`src/rtl/rx_filt_pkg.sv`:
```
package rx_filt_pkg;
  localparam int ADDR_BYTES = 6;
  localparam int ADDR_W     = 8 * ADDR_BYTES;
  localparam int HASH_W     = 6;
  localparam int TAB_W      = 2 ** HASH_W;

  typedef struct packed {
    logic [ADDR_W-1:0] ua0;
    logic [ADDR_W-1:0] ua1;
    logic [TAB_W-1:0]  gtab;
    logic              en_bcast;
    logic              en_indiv;
    logic              en_ua1;
    logic              en_ua0;
  } filt_cfg_t;

  // Contribution of byte k to the slice XOR: bit (8k+j) lands on hash bit (8k+j) mod HASH_W.
  function automatic logic [HASH_W-1:0] fold_byte(input logic [7:0] b, input int k);
    logic [HASH_W-1:0] h;
    h = '0;
    for (int j = 0; j < 8; j++) h[(8 * k + j) % HASH_W] ^= b[j];
    return h;
  endfunction
endpackage

```
`src/rtl/rx_filt_cfg.sv`:
```
module rx_filt_cfg
  import rx_filt_pkg::*;
(
  input  logic        clk,
  input  logic        rst,
  input  logic        wr_en,
  input  logic [2:0]  wr_sel,
  input  logic [31:0] wr_data,
  input  logic        sop_beat,
  output filt_cfg_t   act
);
  filt_cfg_t live;

  always_ff @(posedge clk) begin
    if (rst) begin
      live <= '0;
    end else if (wr_en) begin
      case (wr_sel)
        3'd0: {live.en_bcast, live.en_indiv, live.en_ua1, live.en_ua0} <= wr_data[3:0];
        3'd1: live.gtab[31:0]  <= wr_data;
        3'd2: live.gtab[63:32] <= wr_data;
        3'd3: live.ua0[31:0]   <= wr_data;
        3'd4: live.ua0[47:32]  <= wr_data[15:0];
        3'd5: live.ua1[31:0]   <= wr_data;
        3'd6: live.ua1[47:32]  <= wr_data[15:0];
        default: ;
      endcase
    end
  end

  // Frame-local copy: only a start beat refreshes it.
  always_ff @(posedge clk) begin
    if (rst)           act <= '0;
    else if (sop_beat) act <= live;
  end


  cfg_hold_chk: assert property (@(posedge clk) disable iff (rst)
    !sop_beat |=> $stable(act));
endmodule

```
`src/rtl/rx_filt_parse.sv`:
```
module rx_filt_parse
  import rx_filt_pkg::*;
#(
  parameter int MIN_LEN = 12,
  localparam int CNT_W  = $clog2(MIN_LEN + 1)
) (
  input  logic              clk,
  input  logic              rst,
  input  logic              in_valid,
  input  logic              in_sop,
  input  logic              in_eop,
  input  logic [7:0]        in_data,
  output logic              sop_beat,
  output logic              last_beat,
  output logic              len_ok,
  output logic [ADDR_W-1:0] da,
  output logic [HASH_W-1:0] hidx
);
  logic             in_frame;
  logic [CNT_W-1:0] cnt;
  logic [CNT_W-1:0] idx;
  logic             take;

  assign sop_beat  = in_valid && in_sop;
  assign take      = in_valid && (in_sop || in_frame);
  assign idx       = in_sop ? '0 : cnt;
  assign last_beat = take && in_eop;
  assign len_ok    = (int'(idx) + 1) >= MIN_LEN;

  always_ff @(posedge clk) begin
    if (rst) begin
      in_frame <= 1'b0;
      cnt      <= '0;
      da       <= '0;
      hidx     <= '0;
    end else if (take) begin
      in_frame <= !in_eop;
      cnt      <= (idx == CNT_W'(MIN_LEN)) ? idx : idx + 1'b1;
      for (int b = 0; b < ADDR_BYTES; b++)
        if (idx == CNT_W'(b)) da[8*b +: 8] <= in_data;
      hidx <= (in_sop ? '0 : hidx) ^
              ((idx < CNT_W'(ADDR_BYTES)) ? fold_byte(in_data, int'(idx)) : '0);
    end
  end


  cnt_sat_chk: assert property (@(posedge clk) disable iff (rst)
    cnt <= CNT_W'(MIN_LEN));
endmodule

```
`src/rtl/rx_filt_decide.sv`:
```
module rx_filt_decide
  import rx_filt_pkg::*;
(
  input  logic              clk,
  input  logic              rst,
  input  filt_cfg_t         cfg,
  input  logic              last_beat,
  input  logic              len_ok,
  input  logic [ADDR_W-1:0] da,
  input  logic [HASH_W-1:0] hidx,
  output logic              dec_valid,
  output logic              dec_accept
);
  logic hit_ua0, hit_ua1, hit_bc, hit_grp, hit_any;

  always_comb begin
    hit_ua0 = cfg.en_ua0 && (da == cfg.ua0);
    hit_ua1 = cfg.en_ua1 && (da == cfg.ua1);
    hit_bc  = cfg.en_bcast && (&da);
    hit_grp = (da[0] || cfg.en_indiv) && cfg.gtab[hidx];
    hit_any = hit_ua0 || hit_ua1 || hit_bc || hit_grp;
  end

  always_ff @(posedge clk) begin
    if (rst) begin
      dec_valid  <= 1'b0;
      dec_accept <= 1'b0;
    end else begin
      dec_valid  <= last_beat;
      dec_accept <= last_beat && len_ok && hit_any;
    end
  end


  short_drop_chk: assert property (@(posedge clk) disable iff (rst)
    (last_beat && !len_ok) |=> (dec_valid && !dec_accept));

  accept_strobe_chk: assert property (@(posedge clk) disable iff (rst)
    dec_accept |-> dec_valid);
endmodule

```
`src/rtl/rx_da_filter.sv`:
```
module rx_da_filter
  import rx_filt_pkg::*;
#(
  parameter int MIN_LEN = 12
) (
  input  logic        clk,
  input  logic        rst,
  input  logic        wr_en,
  input  logic [2:0]  wr_sel,
  input  logic [31:0] wr_data,
  input  logic        in_valid,
  input  logic        in_sop,
  input  logic        in_eop,
  input  logic [7:0]  in_data,
  output logic        dec_valid,
  output logic        dec_accept
);
  filt_cfg_t         cfg_act;
  logic              sop_beat, last_beat, len_ok;
  logic [ADDR_W-1:0] da;
  logic [HASH_W-1:0] hidx;

  rx_filt_cfg u_cfg (
    .clk(clk), .rst(rst), .wr_en(wr_en), .wr_sel(wr_sel), .wr_data(wr_data),
    .sop_beat(sop_beat), .act(cfg_act)
  );

  rx_filt_parse #(.MIN_LEN(MIN_LEN)) u_parse (
    .clk(clk), .rst(rst), .in_valid(in_valid), .in_sop(in_sop), .in_eop(in_eop),
    .in_data(in_data), .sop_beat(sop_beat), .last_beat(last_beat), .len_ok(len_ok),
    .da(da), .hidx(hidx)
  );

  rx_filt_decide u_decide (
    .clk(clk), .rst(rst), .cfg(cfg_act), .last_beat(last_beat), .len_ok(len_ok),
    .da(da), .hidx(hidx), .dec_valid(dec_valid), .dec_accept(dec_accept)
  );


  strobe_after_eop_chk: assert property (@(posedge clk) disable iff (rst)
    dec_valid |-> $past(in_valid && in_eop));

  idle_no_strobe_chk: assert property (@(posedge clk) disable iff (rst)
    !in_valid |=> !dec_valid);
endmodule

```
`config.mk`:
```
export PLATFORM = sky130hd
export DESIGN_NAME = rx_da_filter
export DESIGN_NICKNAME = d
export VERILOG_FILES = /design/src/rtl/rx_filt_pkg.sv /design/src/rtl/rx_filt_cfg.sv /design/src/rtl/rx_filt_parse.sv /design/src/rtl/rx_filt_decide.sv /design/src/rtl/rx_da_filter.sv
export SDC_FILE = /design/constraint.sdc
export NUM_CORES = 1
export LEC_CHECK = 0
export BUFFER_PORTS_ARGS = -buffer_cell sky130_fd_sc_hd__buf_2
export CORE_MARGIN = 2
export CORE_UTILIZATION = 63
export CTS_CLUSTER_SIZE = 30
export DETAILED_ROUTE_END_ITERATION = 16
export PLACE_DENSITY = 0.8
export SYNTH_ARGS = -nofsm -noshare
export SYNTH_HDL_FRONTEND = slang
export SYNTH_SLANG_ARGS = --single-unit
```
`constraint.sdc`:
```
create_clock -name clk -period 11.9 [get_ports clk]
set_input_delay 3.57 -clock clk [delete_from_list [all_inputs] [get_ports clk]]
set_output_delay 3.57 -clock clk [all_outputs]
set_load 0.01 [all_outputs]
```
# Word level (Yosys, flattened, before mapping)
# Memory sizes are Yosys's and may differ from the RTL's.
# Cells that the tools add are included.
[op_classes]
muxes = 52
n_addsub = 9
bitwise_logic = 10
eq_ne = 14
div_mod_pow = 8
n_lt_le_gt_ge = 19
n_reduce_logical = 39
[ops]
columns = ["operator", "n"]
rows = [
  [">= comparator 32 x 1 -> 1 bit (second input constant)", 8],
  ["less-than comparator 32 x 5 -> 1 bit (second input constant)", 8],
  ["modulo 32 x 4 -> 32 bit (second input constant)", 7],
  ["equality test 48 bit", 2],
  ["AND reduction 48 bit", 1],
  ["bitwise mux 6 bit", 7],
  ["adder 7 x 3 -> 8 bit (second input constant)", 4],
  [">= comparator 32 x 5 -> 1 bit (second input constant)", 1],
  ["modulo 8 x 4 -> 32 bit (second input constant)", 1],
  ["AND reduction 2 bit", 13],
  ["2-to-1 mux 1 bit", 25],
  ["demux 1 bit (select 3 bit)", 8],
  ["binary-select mux 1 bit (select 3 bit)", 7],
  ["logical AND 1 bit", 17],
  ["adder 7 x 2 -> 8 bit (second input constant)", 2],
  ["2-to-1 mux 6 bit", 2],
  ["equality test 3 bit (second input constant)", 3],
  ["adder 7 x 1 -> 8 bit (second input constant)", 1],
  ["equality test 4 x 2 -> 1 bit (second input constant)", 2],
  ["equality test 4 x 3 -> 1 bit (second input constant)", 2],
  ["2-to-1 mux 4 bit", 2],
  ["bitwise XOR 1 bit", 8],
  ["less-than comparator 6 x 7 -> 1 bit (second input constant)", 1],
  ["bitwise AND 6 bit", 1],
  ["13 further kinds", 18],
]
[totals]
ff_bits = 389
inputBits = 49
n_memories = 1
out_inout_bits = 2
romBits = 8
elab_cells = 180
[memory_table]
columns = ["name", "depth", "word_bits", "read_ports", "rd_clocked_by_memory_dff", "write_ports", "line", "text"]
rows = [
  ["(no name shown)", 8, 1, 1, 0, 0, "rx_filt_pkg.sv:21", "for (int j = 0; j < 8; j++) h[(8 * k + j) % HASH_W] ^= b[j];"],
]

# Depth between registers and ports, before layout
[depth]
word_depth = 44
mapped_depth = 31
ltp_nobuf = 28

# Modules after synthesis
# A second synthesis with hierarchy kept.
[hier_totals]
cells_unflattened = 2219
area_unflattened_um2 = 20405.8
[modules_own_cells]
columns = ["mod", "cells_each", "area_each_um2", "seq_area_each_um2", "n_inst"]
rows = [
  ["rx_filt_cfg", 1101, 12140.4, 6566.3, 1],
  ["rx_filt_parse", 896, 6402.4, 1181.1, 1],
  ["rx_filt_decide", 222, 1863.0, 40.0, 1],
]

# Worst setup path after synthesis
# OpenSTA, ideal clock, no wires.
[synth_path]
kind = "input-to-reg"
startpoint = "in in_sop"
endpoint = "reg u_parse.hidx[5]"
arrival_ns = 9.648
path_buffers = 2
path_stages = 30
setup_slack_ns = 2.129
cell_sequence = "buf_2 -> nor2b_1 -> inv_1 -> ha_1 -> and4b_1 -> buf_2 -> o211ai_1 -> nor2_1 -> ha_1 -> nor3b_1 -> o221ai_1 -> a2bb2oi_1 -> and2_1 -> nand2_1 -> inv_1 -> ha_1 -> nor3b_1 -> o2111a_1 -> nor2_1 -> ha_1 -> and4_1 -> or4_1 -> and2_1 -> o221a_2 -> o311a_1 -> a211oi_1 -> nand2_1 -> a21oi_1 -> o21a_1 -> mux2_1"
[synth_via]
elab_chain_cells = 44
elab_cells_between_ends = 102
cone_classes = "add/sub (7); div (8); order compare (17); mux (49); bitwise (10); reduce/logical (10); memory (1)"
[synth_rtl]
columns = ["item", "line", "text"]
rows = [
  ["start: declaration", "rx_da_filter.sv:12", "input logic in_sop,"],
  ["branches (longest 44 deep; another with modulo 32 x 4 -> 32 bit)", "--", ""],
  ["end signal: assignment", "rx_filt_parse.sv:41", "hidx <= (in_sop ? '0 : hidx) ^"],
  ["end: declaration", "rx_filt_parse.sv:17", "output logic [HASH_W-1:0] hidx"],
]
# Several ways; the timed one is not identified. The select of a mux whose other input is x is not followed.
# A chain may end at the register's enable or synchronous reset.

# Final worst setup path
# Ends and elaborated chain as after synthesis.

==> flow_summary_export.csv <==
group,metric,value,unit
worst_setup_path,cp-end-kind,"flip-flop",
worst_setup_path,cpPeakStageDelay,0.55,ns
clocking,cts_buffers,40,
yosys,synth_cell_types,92,
power_and_ir_drop,powerDensity,143,mW/mm²
yosys,synth_top_area_cell,"dfxtp_1",
timing,hold_viol,0,
yosys,synth_top_flop_cell,"dfxtp_1",
die,ios,51,
die,die_h,175,µm
timing,setup-violations-final,0,
cells_and_area,regArea,0.00779,mm²
clocking,clk_pin_slew,0.06,ns
power_and_ir_drop,ir_drop,0.120,mV
cells_and_area,syn2layout_area_growth,9.22,%
die,rows,62,
cells_and_area,nets,2380,
timing,slew_viol_final,0,
hold_path,hold_class,"reg2reg",
timing,maxSlewHeadroom,19.0,%
status,status,"finished clean",
drt,via_count,16600,
drt,dr.pass1.iters,5,
yosys,yosys_register_bits,389,
cells_and_area,multi_input_comb_area,0.00995,mm²
worst_setup_path,start_kind,"primary input",
placed_design,place_congestion,0.977,
timing,final.setup.worst_slack,1.01,ns
cells_and_area,fillers,2354,
grt,antenna_found_initial,0,
cells_and_area,fin_area,0.0201,mm²
drt,wire_per_inst,19.4,µm
power_and_ir_drop,power_leakage,7.52,nW
flow_run,maxCapViolations,0,
timing,period_needed,10.89,ns
drt,drc,0,
yosys,avgSynthCellArea,7.87,µm²
clocking,clock-sinks,389,
cells_and_area,drive_gt1_share,8.30,%
worst_setup_path,crit_slowest_cell,"nor2b_1",
worst_setup_path,cp_common_cell,"ha_1",
drt,vias_per_cell,6.13,
clocking,clk_path_buf_depth,3,
drt,ant_nets,0,
clocking,clock_latency,0.54,ns
worst_setup_path,crit_family,"simple AND/OR/NAND/NOR gates",
timing,fin_setup_tns,0,ns
yosys,synth_edf_count,0,
yosys,yosys_warnings,0,
yosys,synth_seq_area_share,42.4,%
clocking,cts_htree_levels,2,
cells_and_area,insertedDiodeCount,0,
clocking,cts_hold_buf,0,
grt,grt_util_all_layers,34.3,%
grt,grt-ovfl-total,0,
worst_setup_path,crit_type,"in2reg",
drt,drt-initial-drc-count,1821,
yosys,syn-num-nets,2416,
placed_design,place_area,0.0187,mm²
clocking,post-cts-setup-buffers,0,
worst_setup_path,critPathBufInv,3,
yosys,ys_async_sr_fraction,0,%
grt,grt_pass1_vias,15900,
yosys,synth_top_area_share,42.4,%
worst_setup_path,cp.required,12.31,ns
grt,grt_pass1_wl,84300,µm
die,coreArea,0.0287,mm²
worst_setup_path,crit_arrival,11.30,ns
grt,grt_max_degree,137,
clocking,cts_resized,0,
drt,wl,52600,µm
die,dieArea,0.0306,mm²
cells_and_area,instances_no_fill,2709,
yosys,syn-cell-area,0.0184,mm²
placed_design,place_ws,0.619,ns
yosys,yosys-top-cells-area,"dfxtp_1, nand2_1, a21oi_1",
timing,rsz0062_at_grt,"no",
placed_design,portBuffers,50,
timing,max_freq,91.9,MHz
die,start_util,64.0,%
yosys,synthCells,2334,
worst_setup_path,worstPathMaxFanout,23,
timing,worst_pin_slew,1.21,ns
placed_design,dp_hpwl,35300,µm
placed_design,dp.cells,2640,
timing,post-route-period-util,91.5,%
clocking,cts_tree,"yes",
cells_and_area,final_util,69.9,%
clocking,root_buffer,"clkbuf_16",
die,die_w,175,µm
timing,finClkSkew,0.0182,ns
[sequential cells by signal (all words and copies together) (netlist names)]
register,count
u_parse.cnt,4
u_parse.hidx,6
u_cfg.live,164
u_decide.dec_valid,1
u_parse.in_frame,1
u_parse.da,48
u_decide.dec_accept,1
u_cfg.act,164
[placed cells by master, fill, tap and decap left out, types with 8 or more instances in the layout]
cell type	count
or3_1	15
buf_4	19
dfxtp_1	389
and3_1	10
nor2_1	88
buf_2	49
nor3_1	14
nand2_1	735
a31oi_1	8
nor2b_1	9
ha_1	33
nor4_1	28
a21oi_1	371
inv_1	19
clkbuf_8	13
a211oi_1	9
nand4_1	29
xnor2_1	39
mux2i_1	45
and2_1	16
o21a_1	10
o21ai_0	25
xor2_1	71
a21o_1	13
nand3_1	30
nand2b_1	15
mux4_2	21
clkbuf_16	41
[final timing paths]
check / endpoint / from / cells past startpoint / slack [ns]
hold / removal: u_cfg.act[94] / u_cfg.live[94] / 2 / 0.44
hold reg to reg: u_cfg.act[94] / u_cfg.live[94] / 2 / 0.44
setup / recovery: u_parse.hidx[5] / in_sop / 29 / 1.01
setup reg to reg: u_parse.hidx[5] / u_parse.cnt[3] / 28 / 3.44
[Yosys cell counts, types with 5 or more instances]
cell type	number
nand3_1	32
inv_2	5
nor2b_1	9
or3_1	15
mux4_2	21
nand4_1	29
a21oi_1	371
and4_1	6
inv_1	19
nor3b_1	5
nor3_1	14
dfxtp_1	389
buf_2	9
mux2i_1	45
and2_1	17
xnor2_1	39
a2111oi_0	5
nand2b_1	15
nor2_1	91
nand2_1	736
nor4_1	28
clkbuf_1	125
a22oi_1	5
and3_1	11
buf_1	8
a211oi_1	9
o21a_1	10
o21ai_0	25
a31oi_1	8
xor2_1	71
o31ai_1	5
ha_1	33
o22ai_1	5
a21o_1	13
[logic make-up (layout without fill, tap and decap cells)]
logic type / Yosys count / in the layout / synth area share, %
AND/OR/NAND/NOR: 1035 / 1035 / 24.2
AO/OA/AOI/OAI: 523 / 523 / 16.8
flip-flops: 389 / 389 / 42.4
buffers and inverters: 171 / 162 / 3.70
XOR/XNOR: 111 / 111 / 5.33
multiplexers: 72 / 72 / 5.40
adder cells (fa/ha/maj): 33 / 33 / 2.25
[area by class of cell]
| cell class | instances | share of cell area (%) |
|---|---|---|
| Clock buffer | 59 | 6.10 |
| Clock inverter | 10 | 0.711 |
| Inverter | 24 | 0.449 |
| Multi-Input combinational cell | 1774 | 49.6 |
| Sequential cell | 389 | 38.8 |
| Tap cell | 384 | 2.39 |
| Timing Repair Buffer | 69 | 2.01 |
[layer usage]
layer	routed length, µm	vias to the layer above	global-route usage, %
met5	0	-	0
met4	2220	0	13.9
met3	4520	155	5.57
met2	24400	752	56.2
met1	21500	7813	45.3
li1	-	7880	-
[worst min-delay path: cells and delay by family (launching register included)]
family | cells | cell delay [ns]
AOI/OAI and AO/OA | 1 | 0.05
and+or+nand+nor | 1 | 0.05
DFF | 1 | 0.31
[per-stage QoR]
step           hold WS, ns  power, mW
2_1_floorplan        0.431       1.53
3_3_place_gp         0.436       1.60
3_5_place_dp         0.442       1.60
5_1_grt              0.464       2.95
6_report             0.440       2.87
4_1_cts              0.447       2.87
[power breakdown]
| group | switching [mW] | leakage (nW) | total [mW] | internal, mW |
|---|---|---|---|---|
| logic | 0.165 | 3.70 | 0.240 | 0.0748 |
| clock network | 0.527 | 0.677 | 1.29 | 0.759 |
| registers | 0.0202 | 3.14 | 1.34 | 1.32 |
Power figures use the tool's default switching activity.
